`src/rtl/fir_cell_pkg.sv`:
```
// Package: shared constants and the control bundle for the FIR MAC cell.
// Assumes: all users build on these default widths unless they override them.
package fir_cell_pkg;
    localparam int unsigned COEF_W_DEF  = 9;
    localparam int unsigned DATA_W_DEF  = 9;
    localparam int unsigned ACC_W_DEF   = 26;
    localparam int unsigned DEC_MAX_DEF = 3;

    // Registered controls, active high after the one-clock pipeline
    typedef struct packed {
        logic coef_en;
        logic data_en;
        logic pipe_clr;
    } cell_ctrl_t;
endpackage

```
`src/rtl/fir_ctrl_pipe.sv`:
```
// Module: registers the load enables and the reset by one clock.
// Assumes: inputs are synchronous to clk; these flops need no reset of their own.
module fir_ctrl_pipe
    import fir_cell_pkg::*;
(
    input  logic       clk,
    input  logic       rst_n,
    input  logic       coef_ld_n,
    input  logic       data_ld_n,
    output cell_ctrl_t ctrl
);
    // Sample the active-low controls into an active-high bundle
    always_ff @(posedge clk) begin
        ctrl.coef_en  <= ~coef_ld_n;
        ctrl.data_en  <= ~data_ld_n;
        ctrl.pipe_clr <= ~rst_n;
    end
endmodule

```
`src/rtl/fir_coef_path.sv`:
```
// Module: coefficient register followed by a chain of decimation registers.
// Assumes: the mode value never exceeds DEC_MAX; the whole chain shifts on coef_en.
module fir_coef_path #(
    parameter int unsigned COEF_W  = fir_cell_pkg::COEF_W_DEF,
    parameter int unsigned DEC_MAX = fir_cell_pkg::DEC_MAX_DEF,
    localparam int unsigned MODE_W = $clog2(DEC_MAX + 1)
) (
    input  logic              clk,
    input  logic              coef_en,
    input  logic              pipe_clr,
    input  logic [MODE_W-1:0] dec_mode,
    input  logic [COEF_W-1:0] coef_in,
    output logic [COEF_W-1:0] mult_coef,
    output logic [COEF_W-1:0] coef_out
);
    logic [COEF_W-1:0] stage [0:DEC_MAX];

    // Coefficient register: clear, load or hold
    always_ff @(posedge clk) begin
        if (pipe_clr)     stage[0] <= '0;
        else if (coef_en) stage[0] <= coef_in;
    end

    genvar g;
    generate
        for (g = 1; g <= DEC_MAX; g++) begin : g_dec
            // One decimation delay stage
            always_ff @(posedge clk) begin
                if (pipe_clr)     stage[g] <= '0;
                else if (coef_en) stage[g] <= stage[g-1];
            end
        end
    endgenerate

    // Multiplier reads the coefficient register; the mode picks the exit tap
    assign mult_coef = stage[0];
    assign coef_out  = stage[dec_mode];
endmodule

```
`src/rtl/fir_mac_unit.sv`:
```
// Module: data register, operand extension, multiplier and wrapping accumulator.
// Assumes: ACC_W exceeds the product width; the accumulator has no reset.
module fir_mac_unit #(
    parameter int unsigned COEF_W = fir_cell_pkg::COEF_W_DEF,
    parameter int unsigned DATA_W = fir_cell_pkg::DATA_W_DEF,
    parameter int unsigned ACC_W  = fir_cell_pkg::ACC_W_DEF,
    localparam int unsigned PROD_W = COEF_W + DATA_W + 2
) (
    input  logic              clk,
    input  logic              data_en,
    input  logic              pipe_clr,
    input  logic              coef_signed,
    input  logic              data_signed,
    input  logic [COEF_W-1:0] mult_coef,
    input  logic [DATA_W-1:0] data_in,
    input  logic              acc_restart,
    output logic [ACC_W-1:0]  acc_out
);
    logic [DATA_W-1:0]        data_q;
    logic signed [COEF_W:0]   c_ext;
    logic signed [DATA_W:0]   d_ext;
    logic signed [PROD_W-1:0] prod;
    logic [ACC_W-1:0]         prod_acc;
    logic [ACC_W-1:0]         acc_q;

    // Data register: clear, load or hold
    always_ff @(posedge clk) begin
        if (pipe_clr)     data_q <= '0;
        else if (data_en) data_q <= data_in;
    end

    // Extend each operand to one extra bit, signed or unsigned per mode
    always_comb begin
        c_ext = coef_signed ? {mult_coef[COEF_W-1], mult_coef}
                            : {2'b00, mult_coef[COEF_W-2:0]};
        d_ext = data_signed ? {data_q[DATA_W-1], data_q}
                            : {2'b00, data_q[DATA_W-2:0]};
        prod     = c_ext * d_ext;
        prod_acc = {{(ACC_W-PROD_W){prod[PROD_W-1]}}, prod};
    end

    // Accumulator: restart with the product or add it, wrapping
    always_ff @(posedge clk) begin
        if (acc_restart) acc_q <= prod_acc;
        else             acc_q <= acc_q + prod_acc;
    end

    assign acc_out = acc_q;
endmodule

```
`src/rtl/fir_mac_cell.sv`:
```
// Module: top of one decimating FIR tap cell.
// Assumes: erase_n and cell_sel act on the same edge; the other controls are delayed one clock.
module fir_mac_cell
    import fir_cell_pkg::*;
#(
    parameter int unsigned COEF_W  = COEF_W_DEF,
    parameter int unsigned DATA_W  = DATA_W_DEF,
    parameter int unsigned ACC_W   = ACC_W_DEF,
    parameter int unsigned DEC_MAX = DEC_MAX_DEF,
    localparam int unsigned MODE_W = $clog2(DEC_MAX + 1)
) (
    input  logic              clk,
    input  logic              rst_n,
    input  logic              coef_ld_n,
    input  logic              data_ld_n,
    input  logic              coef_signed,
    input  logic              data_signed,
    input  logic [MODE_W-1:0] dec_mode,
    input  logic [COEF_W-1:0] coef_in,
    input  logic [DATA_W-1:0] data_in,
    input  logic              erase_n,
    input  logic              cell_sel,
    output logic [COEF_W-1:0] coef_out,
    output logic [ACC_W-1:0]  acc_out
);
    cell_ctrl_t        ctrl;
    logic [COEF_W-1:0] mult_coef;
    logic              acc_restart;

    // Erase applies to the selected cell, or to every cell while reset is low
    assign acc_restart = ~erase_n & (cell_sel | ~rst_n);

    fir_ctrl_pipe u_ctrl (
        .clk      (clk),
        .rst_n    (rst_n),
        .coef_ld_n(coef_ld_n),
        .data_ld_n(data_ld_n),
        .ctrl     (ctrl)
    );

    fir_coef_path #(.COEF_W(COEF_W), .DEC_MAX(DEC_MAX)) u_coef (
        .clk      (clk),
        .coef_en  (ctrl.coef_en),
        .pipe_clr (ctrl.pipe_clr),
        .dec_mode (dec_mode),
        .coef_in  (coef_in),
        .mult_coef(mult_coef),
        .coef_out (coef_out)
    );

    fir_mac_unit #(.COEF_W(COEF_W), .DATA_W(DATA_W), .ACC_W(ACC_W)) u_mac (
        .clk        (clk),
        .data_en    (ctrl.data_en),
        .pipe_clr   (ctrl.pipe_clr),
        .coef_signed(coef_signed),
        .data_signed(data_signed),
        .mult_coef  (mult_coef),
        .data_in    (data_in),
        .acc_restart(acc_restart),
        .acc_out    (acc_out)
    );
endmodule

```
`config.mk`:
```
export PLATFORM = sky130hd
export DESIGN_NAME = fir_mac_cell
export DESIGN_NICKNAME = d
export VERILOG_FILES = /design/src/rtl/fir_cell_pkg.sv /design/src/rtl/fir_ctrl_pipe.sv /design/src/rtl/fir_coef_path.sv /design/src/rtl/fir_mac_unit.sv /design/src/rtl/fir_mac_cell.sv
export SDC_FILE = /design/constraint.sdc
export NUM_CORES = 1
export LEC_CHECK = 0
export BUFFER_PORTS_ARGS = -buffer_cell sky130_fd_sc_hd__clkbuf_2
export CORE_MARGIN = 10
export CORE_UTILIZATION = 30
export CTS_BUF_LIST = sky130_fd_sc_hd__clkbuf_8
export DETAILED_ROUTE_END_ITERATION = 8
export PLACE_DENSITY = 0.53
export SYNTH_ARGS = -nofsm -noshare
export SYNTH_HDL_FRONTEND = slang
export SYNTH_SLANG_ARGS = --single-unit
```
`constraint.sdc`:
```
create_clock -name clk -period 6.9 [get_ports clk]
set_clock_uncertainty 0.15 [all_clocks]
set_input_delay 0 -clock clk [delete_from_list [all_inputs] [get_ports clk]]
set_output_delay 0 -clock clk [all_outputs]
set_load 0.02 [all_outputs]
```
==> results of run 1 <==
-- final timing paths --
| check | to | slack, ns | cells after the start |
|---|---|---|---|
| max | u_mac.acc_out[25] | 0.21 | 27 |
| min | u_mac.acc_out[9] | 0.07 | 6 |
| max reg2reg | u_mac.acc_out[25] | 0.21 | 27 |
| min reg2reg | u_coef.stage[3][5] | 0.39 | 1 |
-- metal layers --
layer  routed length [microns]  up-vias  global-route usage
met2                      8880       84               0.184
met5                         0        -                   0
li1                          -     2913                   -
met1                      8090     2962               0.139
met4                       261        0              0.0381
met3                       654       10              0.0167
-- state kept, by name, summed over array words and instances, names as in the netlist --
name,cells
u_mac.data_q,9
u_ctrl.ctrl,3
u_coef.stage,36
u_mac.acc_out,26
-- metrics by stage --
step                std cells  setup TNS [ns]
floorplan                 821               0
global placement         1223               0
detailed placement       1223               0
CTS                      1261               0
global route             1280         -0.0984
finish                   1280               0
-- where the power goes --
| group | total [mW] | leakage, nW | internal [mW] | switching, mW |
|---|---|---|---|---|
| Clock | 0.369 | 0.0977 | 0.170 | 0.199 |
| Sequential | 0.600 | 0.725 | 0.536 | 0.0638 |
| Combinational | 0.829 | 4.01 | 0.367 | 0.462 |
| Total | 1.80 | 4.83 | 1.07 | 0.725 |
-- cell type report --
cell class	instances	area [sq um]	share of cell area
multi-input cells	575	5670	0.590
flip-flops and latches	74	1840	0.192
repair buffers	137	940	0.0978
inverters	143	537	0.0559
well taps	335	419	0.0436
clock buffers	9	124	0.0129
clock inverters	7	76.3	0.00794
-- what timing repair did --
action / 4_1_cts / 5_1_grt
endpoints found under the setup margin: 1 / 10
pin swaps: 0 / 44
buffers inserted: 0 / 19
gates resized for setup: 1 / 68
hold buffers: 22 / 0
cloned: 0 / 0
hold endpoints to repair: 24 / 0
-- cells by family after synthesis --
| kind of cell | Yosys count | share of synthesized area |
|---|---|---|
| muxes | 22 | 0.0428 |
| DFF | 74 | 0.234 |
| adders and majority gates | 163 | 0.345 |
| and+or+nand+nor | 214 | 0.133 |
| buffers and inverters | 172 | 0.0822 |
| AOI/OAI and AO/OA | 135 | 0.117 |
| xor gates and xnor gates | 41 | 0.0457 |
-- synthesized netlist by cell type (2+ instances only) --
master	number	area [sq um]
inv_1	143	537
fa_1	89	1780
ha_1	74	926
nand2_1	71	267
and2_1	64	400
a21oi_1	41	205
nor2_1	40	150
dfxtp_1	38	761
edfxtp_1	36	1080
xnor2_1	30	263
clkbuf_1	28	105
a21o_1	23	173
o21ai_0	19	95.1
o21a_1	12	90.1
and3_1	11	68.8
xor2_1	11	96.3
mux2i_1	10	100
nand3_1	10	50.1
mux4_2	9	203
o21bai_1	8	60.1
o31a_1	5	43.8
nand4_1	4	25.0
o21ai_1	4	20.0
or2_2	4	25.0
a211oi_2	3	37.5
mux2_2	3	33.8
nor2b_1	3	18.8
nor3_1	3	15.0
a211o_1	2	17.5
a21oi_2	2	17.5
a31o_2	2	17.5
nand2b_1	2	12.5
o211ai_1	2	15.0
o31ai_1	2	15.0
-- worst max-delay path, cell delays in order (launching register included) --
cell and delay, ns:
edfxtp_1 0.42, buf_4 0.18, nand2_1 0.07, fa_1 0.49
inv_1 0.05, fa_1 0.58, fa_2 0.45, fa_1 0.49
inv_1 0.05, fa_1 0.52, inv_1 0.04, ha_1 0.20
a21o_1 0.17, a21o_1 0.17, a21o_1 0.19, a211o_1 0.32
a311oi_2 0.24, o21bai_1 0.11, a21oi_2 0.17, xnor2_2 0.17
ha_4 0.26, a21o_1 0.18, a21o_1 0.19, a21oi_2 0.13
o21a_1 0.14, o31ai_2 0.07, xnor2_1 0.12, o32ai_1 0.27
==> reports/results.txt, run 1 <==
The flow ran to the end, and the final reports show no timing, DRC or antenna violations. The area of placed instances is 0.00874 sq mm. The tools report the total number of vias as 5,969.

The final worst-path cycle share is 0.969. The design draws 1.80 mW. For the global-route wire length before repair, the log shows 30,000 microns. The post-synthesis instance total came out at 821. Timing analysis after detailed placement gives a worst setup slack of 0.0342 ns. After synthesis the netlist holds a flip-flop and latch count of 74. Die extent in x: 182 microns. The tools report the beginning of the critical path as u_coef.stage[0][4]. The worst hold path belongs to the class in2reg.

The number of antenna violations at the first check in global routing was 0. In the synthesized netlist the dominant register cell turns out to be dfxtp_1. The final count of hold timing violations came out at 0. Relative to the synthesized area, the layout overhead comes to 22.3%. After detailed routing, the average wire length per cell comes to 14.0 microns. Setup violations remaining at the end of the flow were counted as 0. The post-detailed-route via-to-cell ratio works out to 4.66.

For the setup slack of the critical path after layout, the log shows 0.214 ns. From bottom edge to top edge, the die measures 182 microns. The tools report the launch point of the worst hold path as cell_sel. The count of nets left with antenna violations once routing finished came out at 0. Routability-driven placement finished with a final weighted congestion of 0.830. The remaining routing DRC violations was 0; the first-iteration detailed-routing DRC count was 220. The worst setup path is captured at a flip-flop. Clock-pin slew was measured on the worst setup and hold paths at 0.10 ns. The mapped netlist covers 0.00786 sq mm.

Number of nets in the finished design: 1,131. The library cells used most frequently in the layout, excluding fill and tap cells, are inv_1, fa_1, nand2_1. The worst setup path is launched from a flip-flop. In this run the critical register-to-register path is launched from u_coef.stage[0][4].

The data arrival time of the worst path is 6.85 ns, and the clock period minus worst slack is 6.69 ns. The logs give 0 for the total overflow reported by the global router and 0.0259 sq mm for the standard cell core area. The part of the Yosys area used for sequential elements is 0.234. Based on the critical path, the design can be clocked at up to 150 MHz.

For the total half-perimeter wirelength after legalization and detailed placement, the log shows 14,200 microns. Detailed-routing iteration count for the pre-antenna-repair pass: 5. Leaving out fill and tap cells, the most frequent cell in the layout is inv_1. The tightest hold path in the finished design has a slack of 0.0675 ns.

After detailed routing, the total wire length is 17,900 microns. The post-route core utilization came out at 0.371. The proportion of layout cells with a drive suffix above 1 came out at 0.225. Counting along the longest clock path gives a buffer depth of 2. In this run, synthesis inferred 36 flip-flops with an integrated enable. The max capacitance violation total is 0, and the count of antenna diodes in the layout is 0. The proportion of register bits with asynchronous set or reset after synthesis was 0; the CTS sink count was 74. The tools report the global routing usage summed across all routing layers as 0.109. The biggest fanout along the worst timing path works out to 6. Count of final max-slew check failures: 0. Clock tree synthesis inserted a total of 9 buffers.

The initial cell density of the core was 0.303. Clock tree synthesis selected as its root buffer the cell clkbuf_8. Entering global routing, the biggest net connects 37 pins. In this run the mean area of a mapped cell was 9.57 sq um.

The final design instance area without fill was 0.00961 sq mm; the cell area power density was 187 mW/mm^2. The port buffer count came out at 62. The leakage power of the design came out at 4.83 nW. The filler cells instantiated in the layout total 2,634.

At the worst endpoint, the required time is 7.06 ns. For the worst-skew pair, the clock arrives at the later sink with an insertion delay of 0.39 ns. The floorplan step defined a die boundary enclosing 0.0331 sq mm. The critical path in this run is classified as reg2reg.

The tools report the headroom to the max-slew limit as 0.280. Transition time of the tightest slew-check pin: 1.08 ns. TritonCTS built the clock tree. The maximum level of the CTS H-tree is 3, and the highest ir drop seen on vdd is 0.115 mV. Net count of the mapped netlist: 1,012. The floorplan has 59 rows. The run gives 0 as the number of warnings printed during yosys synthesis. The synthesized netlist contains 47 unique library cells. The run gives 63 as the number of top-level pins. The tools report the number of global-route vias before repair as 6,104.
(Power assumes the default switching activity.)
==> run 2, diff against run 1 <==
ABC_AREA = 1   (was unset)
==> run 2 against run 1 <==
Count of clock-buffer cells in the layout grew 1; cell area grew 3.8%; global-route usage rose by 2.0 points; register-to-register slack improved by 0.16 ns; maximum frequency rose by 2.5%; synthesized cell count rose by 45%; via count up 24%; core utilization decreased by 2.3 points; flip-flop and latch count unchanged; combinational power is 77% higher; setup slack better by 0.16 ns; highest routed layer unchanged; routed wire length is 24% higher.
==> reports/results.txt, run 2 <==
The root buffer cell chosen for the clock tree is clkbuf_8. For the number of nets still failing antenna checks after routing, the log shows 0 (unchanged). For the detailed-routing iteration count for the pre-antenna-repair pass, the log shows 5 (unchanged).

Among all stages on the critical path, the largest delay is contributed by fa_1. The insertion delay to the later sink of the worst-skew pair came out at 0.39 ns (about the same). The beginning of the critical path was u_coef.stage[0][5].

The pin count of the biggest net entering global routing is 37 (unchanged), and the critical path data required time is 7.04 ns (-0.02 ns). The number of enable-type register cells in the synthesized netlist is 36 (unchanged). Post-synthesis cell type with the largest combined area: fa_1. Port buffer count: 62 (unchanged). The logs give 0.212 (-0.0228) for the part of the Yosys area used for sequential elements and 0 (unchanged) for the total overflow reported by the global router. The leakage power of the design was 5.42 nW (+12%); the die height was 190 microns (+4.7%). The final worst-path cycle share works out to 0.945 (-0.0237). The max capacitance violation total is 0 (unchanged). Among cell families on the critical path, the largest total delay comes from adder cells. The peak per-stage delay on the critical path was 0.57 ns (about the same). The number of endpoints failing setup at the final stage is 0 (unchanged), and the number of buffers created by CTS is 9 (unchanged).

The CTS sink count came out at 74 (unchanged). The routed length per instance was 13.3 microns (-4.6%); the transition time of the tightest slew-check pin was 0.860 ns (-0.216 ns). The filler-free cell count of the finished design is 1,664 (+30%), and the achievable clock frequency is 153 MHz (+2.5%).

For the standard cell core area, the log shows 0.0287 sq mm (+11%). In the layout the commonest cells are nand2_1, inv_1, nor2_1. The flip-flop count of the largest register, all copies and words added is 36 (unchanged), and the number of top-level pins is 63 (unchanged).

The proportion of register bits with asynchronous set or reset after synthesis came out at 0 (unchanged). For the count of different cell masters after synthesis, the log shows 41 (-13%). The pre-CTS setup slack is 0.215 ns (+0.181 ns). The tools report the type of element launching the critical path as a flip-flop. The proportion of netlist area held by the largest area contributor was 0.205 (-0.0221); the data arrival time of the worst path was 6.66 ns (-0.19 ns). The worst hold path belongs to the class in2reg. The register with the highest flop count was u_coef.stage.

The post-CTS clock slew at the launch and capture registers of the worst setup and hold paths is 0.09 ns (about the same), and the biggest fanout along the worst timing path is 9 (+3). The tools report the highest ir drop seen on vdd as 0.0949 mV (-18%). The largest buffer count on any clock path came out at 2 (unchanged). The cell area power density came out at 248 mW/mm^2 (+33%).

The area of placed instances came out at 0.00947 sq mm (+8.3%). The number of standard-cell rows in the floorplan was 62 (+5.1%); the clock period minus worst slack was 6.52 ns (-0.164 ns). Headroom to the max-slew limit: 0.427 (+0.147).

The setup TNS was 0 ns (unchanged). In this run the most critical hold path is launched from cell_sel. Initial cell density of the core: 0.303 (about the same). The post-synth design cell area was 0.00870 sq mm (+11%); the first-iteration detailed-routing DRC count was 420 (+91%). The remaining routing DRC violations was 0 (unchanged); the die extent in x was 190 microns (+4.7%). Counting instances in the post-synthesis netlist gives the leading cell types as nand2_1, inv_1, nor2_1. The total half-perimeter wirelength after legalization and detailed placement was 18,100 microns (+27%); the proportion of layout cells with a drive suffix above 1 was 0.119 (-0.107). The synthesized flop and latch total was 74 (unchanged); the area added between synthesis and finish was 14.6%. The net count of the mapped netlist came out at 1,380 (+36%). The final weighted congestion in routability-driven placement was 0.871 (+4.9%); the count of antenna diodes in the layout was 0 (unchanged). Most repeated cell in the gate-level netlist after synthesis: nand2_1.

Synthesized area per cell: 7.32 sq um (-23%). The library cell used most frequently in the layout, excluding fill and tap cells, is nand2_1. The final design instance area without fill is 0.00998 sq mm (+3.8%), and the area of the die is 0.0362 sq mm (+9.6%). In the post-synthesis netlist, the biggest area contributors are fa_1, edfxtp_1, nand2_1, inv_1, ha_1. By instance count, the cell type seen most on the critical path is nand2_1. Maximum level of the CTS H-tree: 3 (unchanged). The run gives 7,418 (+24%) as the total number of vias.

The predominant post-synthesis flop cell was dfxtp_1. The total power is 2.48 mW (+38%), and the number of nets in the finished design is 1,466 (+30%). Class of the most critical setup path: reg2reg. The kind of end point of the critical path is a flip-flop.

The run gives 22,200 microns (+24%) as the routed wire length. The global routing usage summed across all routing layers is 0.129 (+0.0199). The tools report the number of cells after detailed placement as 1,618 (+32%). Post-detailed-route via-to-cell ratio: 4.46 (-4.4%). TritonCTS built the clock tree. The run gives 0 (unchanged) as the final count of hold timing violations.

The number of buffers and inverters on the critical path is 7 (+3), and the global-route wire length before repair is 38,000 microns (+27%). The number of warnings printed during yosys synthesis was 0 (unchanged); the count of final max-slew check failures was 0 (unchanged). The logs give 7,440 (+22%) for the number of global-route vias before repair and 0.377 ns (+0.164 ns) for the setup slack of the critical path after layout.

The post-synthesis instance total came out at 1,189 (+45%). The flow ran to the end, and the final reports show no timing, DRC or antenna violations. The reg-to-reg critical path startpoint is u_coef.stage[0][5]. Layout filler cell count: 3,109 (+18%).

The number of antenna violations at the first check in global routing came out at 0 (unchanged).
## run 2: changes by cell type after synthesis, sizes merged, moves of 7 or more
cell,before,now
nand2,71,299
inv,143,264
nor2,40,127
and2,64,8
o21ai,23,63
nand3,10,41
xnor2,30,7
a21o,23,3
nand4,4,17
o21a,12,0
and3,11,1
mux2i,10,0
mux4,9,0
a21oi,43,50
## run 2: power breakdown
part / leakage [nW] / internal (mW) / switching [mW]
clock network: 0.0926 / 0.177 / 0.194
registers: 0.720 / 0.555 / 0.0798
logic: 4.61 / 0.518 / 0.956
## run 2: repair_timing
| action | 4_1_cts | 5_1_grt |
|---|---|---|
| endpoints found under the hold margin | 31 | 0 |
| gates resized for setup | 0 | 11 |
| endpoints found under the setup margin | 0 | 9 |
| setup buffers | 0 | 8 |
| hold buffers | 22 | 0 |
## run 2: worst reg2reg max path, delay by kind of cell, from the launching register on
family / cells / cell delay [ns]
adder cells (fa/ha/maj): 7 / 3.30
flip-flops: 1 / 0.53
AND/OR/NAND/NOR: 13 / 1.42
AO/OA/AOI/OAI: 2 / 0.36
buffers and inverters: 7 / 0.65
## run 2: logic make-up after synthesis
group / synth area share
buffers and inverters: 0.129
xor gates and xnor gates: 0.0141
and+or+nand+nor: 0.252
DFF: 0.212
adders and majority gates: 0.311
AOI/OAI and AO/OA: 0.0825
## run 2: routing by layer
metal  global-route usage  routed length, microns  vias to the layer above
met4               0.0409                     400                        0
met5                    0                       0                        -
li1                     -                       -                     3795
met3               0.0181                     851                       21
met1                0.179                   11000                     3477
met2                0.202                    9910                      125
## run 2: path summary, 6_finish.rpt
path                       end  slack (ns)  cells past startpoint
max          u_mac.acc_out[21]        0.38                     29
min           u_mac.acc_out[1]        0.12                      6
max reg2reg  u_mac.acc_out[21]        0.38                     29
min reg2reg    u_mac.data_q[8]        0.37                      2
## run 2: layout make-up
type,count,area (sq um),share of cell area
repair buffers,103,671,0.0672
inverters,269,1010,0.101
clock inverters,6,65.1,0.00652
clock buffers,10,138,0.0138
well taps,384,480,0.0482
flip-flops and latches,74,1840,0.185
multi-input cells,818,5770,0.578
## run 2: through the flow
step | util | hold WS, ns
after floorplan | - | -0.0935
after global placement | 0.330 | -0.00188
after detailed placement | 0.330 | -0.000776
after CTS | 0.345 | 0.0968
after global routing | 0.348 | 0.154
final | 0.348 | 0.118
==> run 3, diff against run 2 <==
CORE_MARGIN = 2   (was 10)
==> run 3 against run 2 <==
Maximum frequency hardly changed; die area shrank 16%; final cell count is 0.24% lower; first-iteration DRC count up 9.8%; core utilization hardly changed; count of clock-buffer cells in the layout fell by 1; power fell by 1.8%; setup slack got worse by 0.00070 ns; non-clock buffer count decreased by 4; combinational power is essentially flat; global-route usage is 2.0 points higher; cell area is 0.26% lower; critical endpoint unchanged.
==> reports/results.txt, run 3 (synthesized netlist as in run 2, its figures left out) <==
The headroom to the max-slew limit is 0.438 (+0.0114). The post-CTS clock slew at the launch and capture registers of the worst setup and hold paths came out at 0.09 ns (about the same). The total power came out at 2.44 mW (-1.8%). The slowest stage of the critical path belongs to the cell fa_1. The tools report the relative contribution of combinational cells to total power as 0.613 (+0.019). The logs give 0.00995 sq mm (-0.26%) for the final design instance area without fill and 0 (unchanged) for the final count of hold timing violations. The length in cells of the worst reg-to-reg path is 29 (unchanged), and the number of global-route vias before repair is 7,211 (-3.1%). The layout filler cell count is 3,042 (-2.2%), and the routed wire length is 21,200 microns (-4.3%). The tools report the number of standard-cell rows in the floorplan as 62 (unchanged). The most used cell along the critical path was nand2_1.

The kind of end point of the critical path was a flip-flop. The family with the most delay on the worst path was adder cells. Maximum level of the CTS H-tree: 3 (unchanged). The tools report the highest ir drop seen on vdd as 0.105 mV (+10%). The largest buffer count on any clock path is 2 (unchanged), and the number of cells after detailed placement is 1,621 (+0.19%).

The die extent in x was 174 microns (-8.4%). Type of element launching the critical path: a flip-flop. The achievable clock frequency was 153 MHz (about the same); the area of placed instances was 0.00949 sq mm (+0.24%). The filler-free cell count of the finished design came out at 1,660 (-0.24%). The logs give 0.348 (about the same) for the post-route core utilization and 0.0304 sq mm (-16%) for the area of the die.

The tools report the data arrival time of the worst path as 6.65 ns (about the same). TritonCTS built the clock tree. The number of buffers and inverters on the critical path came out at 7 (unchanged).

The switching share of total power is 0.503 (+0.00706), and the post-detailed-route via-to-cell ratio is 4.38 (-1.8%). The leakage power of the design is 5.40 nW (-0.35%). The global routing usage summed across all routing layers is 0.149 (+0.0201).

The slack of the worst reg-to-reg path is 0.38 ns (about the same). The routed length per instance was 12.8 microns (-4.1%); the remaining routing DRC violations was 0 (unchanged). Detailed-routing iteration count for the pre-antenna-repair pass: 5 (unchanged). The die height came out at 174 microns (-8.4%). The biggest fanout along the worst timing path is 9 (unchanged), and the sequential fraction of design power is 0.261 (+0.005). The critical path data required time is 7.02 ns (-0.02 ns), and the insertion delay to the later sink of the worst-skew pair is 0.38 ns (about the same). The most common library cell in the layout ignoring fill and taps is nand2_1. The number of antenna violations at the first check in global routing is 0 (unchanged).

The initial cell density of the core was 0.304 (+0.000822); the setup TNS was 0 ns (unchanged). For the count of antenna diodes in the layout, the log shows 0 (unchanged). The run gives 0.914 (+5.0%) as the final weighted congestion in routability-driven placement.

The number of nets in the finished design was 1,462 (-0.27%); the port buffer count was 62 (unchanged). The net switching power figure is 1.22 mW (-0.37%). The proportion of layout cells with a drive suffix above 1 was 0.114 (-0.00433); the area added between synthesis and finish was 14.3%.

The number of top-level pins was 63 (unchanged); the peak per-stage delay on the critical path was 0.59 ns (+0.02 ns). The transition time of the tightest slew-check pin was 0.843 ns (-0.0171 ns). The logs give 0 (unchanged) for the max capacitance violation total and 36,400 microns (-4.2%) for the global-route wire length before repair.

The first-iteration detailed-routing DRC count is 461 (+9.8%), and the cell area power density is 245 mW/mm^2 (-1.5%). The logs give 17,300 microns (-4.4%) for the total half-perimeter wirelength after legalization and detailed placement and 0.127 (-0.023) for the portion of total power attributed to the clock network. For the CTS sink count, the log shows 74 (unchanged). Setup repair after global routing could not meet its margin everywhere. Clock tree synthesis selected as its root buffer the cell clkbuf_8.

For the number of endpoints failing setup at the final stage, the log shows 0 (unchanged). The flow ran to the end, and the final reports show no timing, DRC or antenna violations. The internal power summed over all cells is 1.21 mW (-3.1%). For the number of buffers created by CTS, the log shows 9 (unchanged). The total overflow reported by the global router is 0 (unchanged), and the path length in cells of the critical path is 29 (unchanged). The top cell types in the final layout, fill and taps aside, are nand2_1, inv_1, nor2_1. The clock period minus worst slack was 6.52 ns (+0.000699 ns). Count of final max-slew check failures: 0 (unchanged).

The register with the highest flop count is u_coef.stage. The final worst-path cycle share came out at 0.945 (about the same). The run gives 7,267 (-2.0%) as the total number of vias.

The worst min-delay path class is in2reg. The critical path in this run is classified as reg2reg. The number of stages on the worst hold path was 6 (unchanged).

The flip-flop count of the largest register, all copies and words added works out to 36 (unchanged). The logs give 0 (unchanged) for the number of nets still failing antenna checks after routing and 37 (unchanged) for the pin count of the biggest net entering global routing. The standard cell core area came out at 0.0286 sq mm (-0.27%).
==> run 3: cell count changes in the layout (fill, tap and decap cells not counted), moves of 2 or more <==
cell / before / now
ha_4: 0 / 2
ha_1: 73 / 71
nor3_4: 0 / 2
buf_4: 18 / 15
inv_1: 257 / 259
==> run 3: path summary, 6_finish.rpt <==
check                                        start                end
worst min register to register     u_mac.data_q[8]    u_mac.data_q[8]
worst min-delay path                      cell_sel   u_mac.acc_out[1]
worst max-delay path            u_coef.stage[0][6]  u_mac.acc_out[21]
worst max register to register  u_coef.stage[0][6]  u_mac.acc_out[21]
==> run 3: per-stage QoR <==
step                      hold WS [ns]  setup WS (ns)
after floorplan                -0.0935          0.971
after global placement        -0.00228          0.244
after detailed placement      -0.00495          0.238
after CTS                        0.105          0.183
after global routing             0.138        -0.0267
final                            0.128          0.377
==> run 3: power groups by stage <==
stage          clock network [mW]  logic [mW]  registers [mW]
4_1_cts                     0.325        1.46           0.634
3_5_place_dp                    0        1.44           0.642
2_1_floorplan                   0        1.01           0.696
3_3_place_gp                    0        1.45           0.642
6_report                    0.308        1.49           0.635
5_1_grt                     0.338        1.69           0.647
==> run 3: tightest hold or removal path, cell delays in order <==
cell and delay, ns:
clkbuf_2 0.08, nor2_1 0.12, nor2_2 0.04, buf_4 0.23, nand2_1 0.10, nand2_1 0.05
==> run 3: repair_timing <==
item	CTS	global route
buffers inserted	0	1
hold endpoints to repair	26	0
hold buffers	22	0
setup endpoints to repair	0	8
resized for setup	0	16
==> run 3: layout make-up <==
cell class | count | area [sq um] | area share
sequential | 74 | 1840 | 0.185
inverter | 269 | 1010 | 0.101
tap | 384 | 480 | 0.0483
multi-input combinational | 818 | 5810 | 0.584
clock inverter | 7 | 38.8 | 0.00390
timing repair buffer | 99 | 643 | 0.0646
clock buffer | 9 | 124 | 0.0124
==> run 3: per-layer routing <==
| metal | global-route usage | routed length [microns] | up-vias |
|---|---|---|---|
| li1 | - | - | 3793 |
| met1 | 0.207 | 10600 | 3356 |
| met2 | 0.240 | 9510 | 104 |
| met3 | 0.0258 | 814 | 14 |
| met4 | 0.0385 | 276 | 0 |
| met5 | 0 | 0 | - |
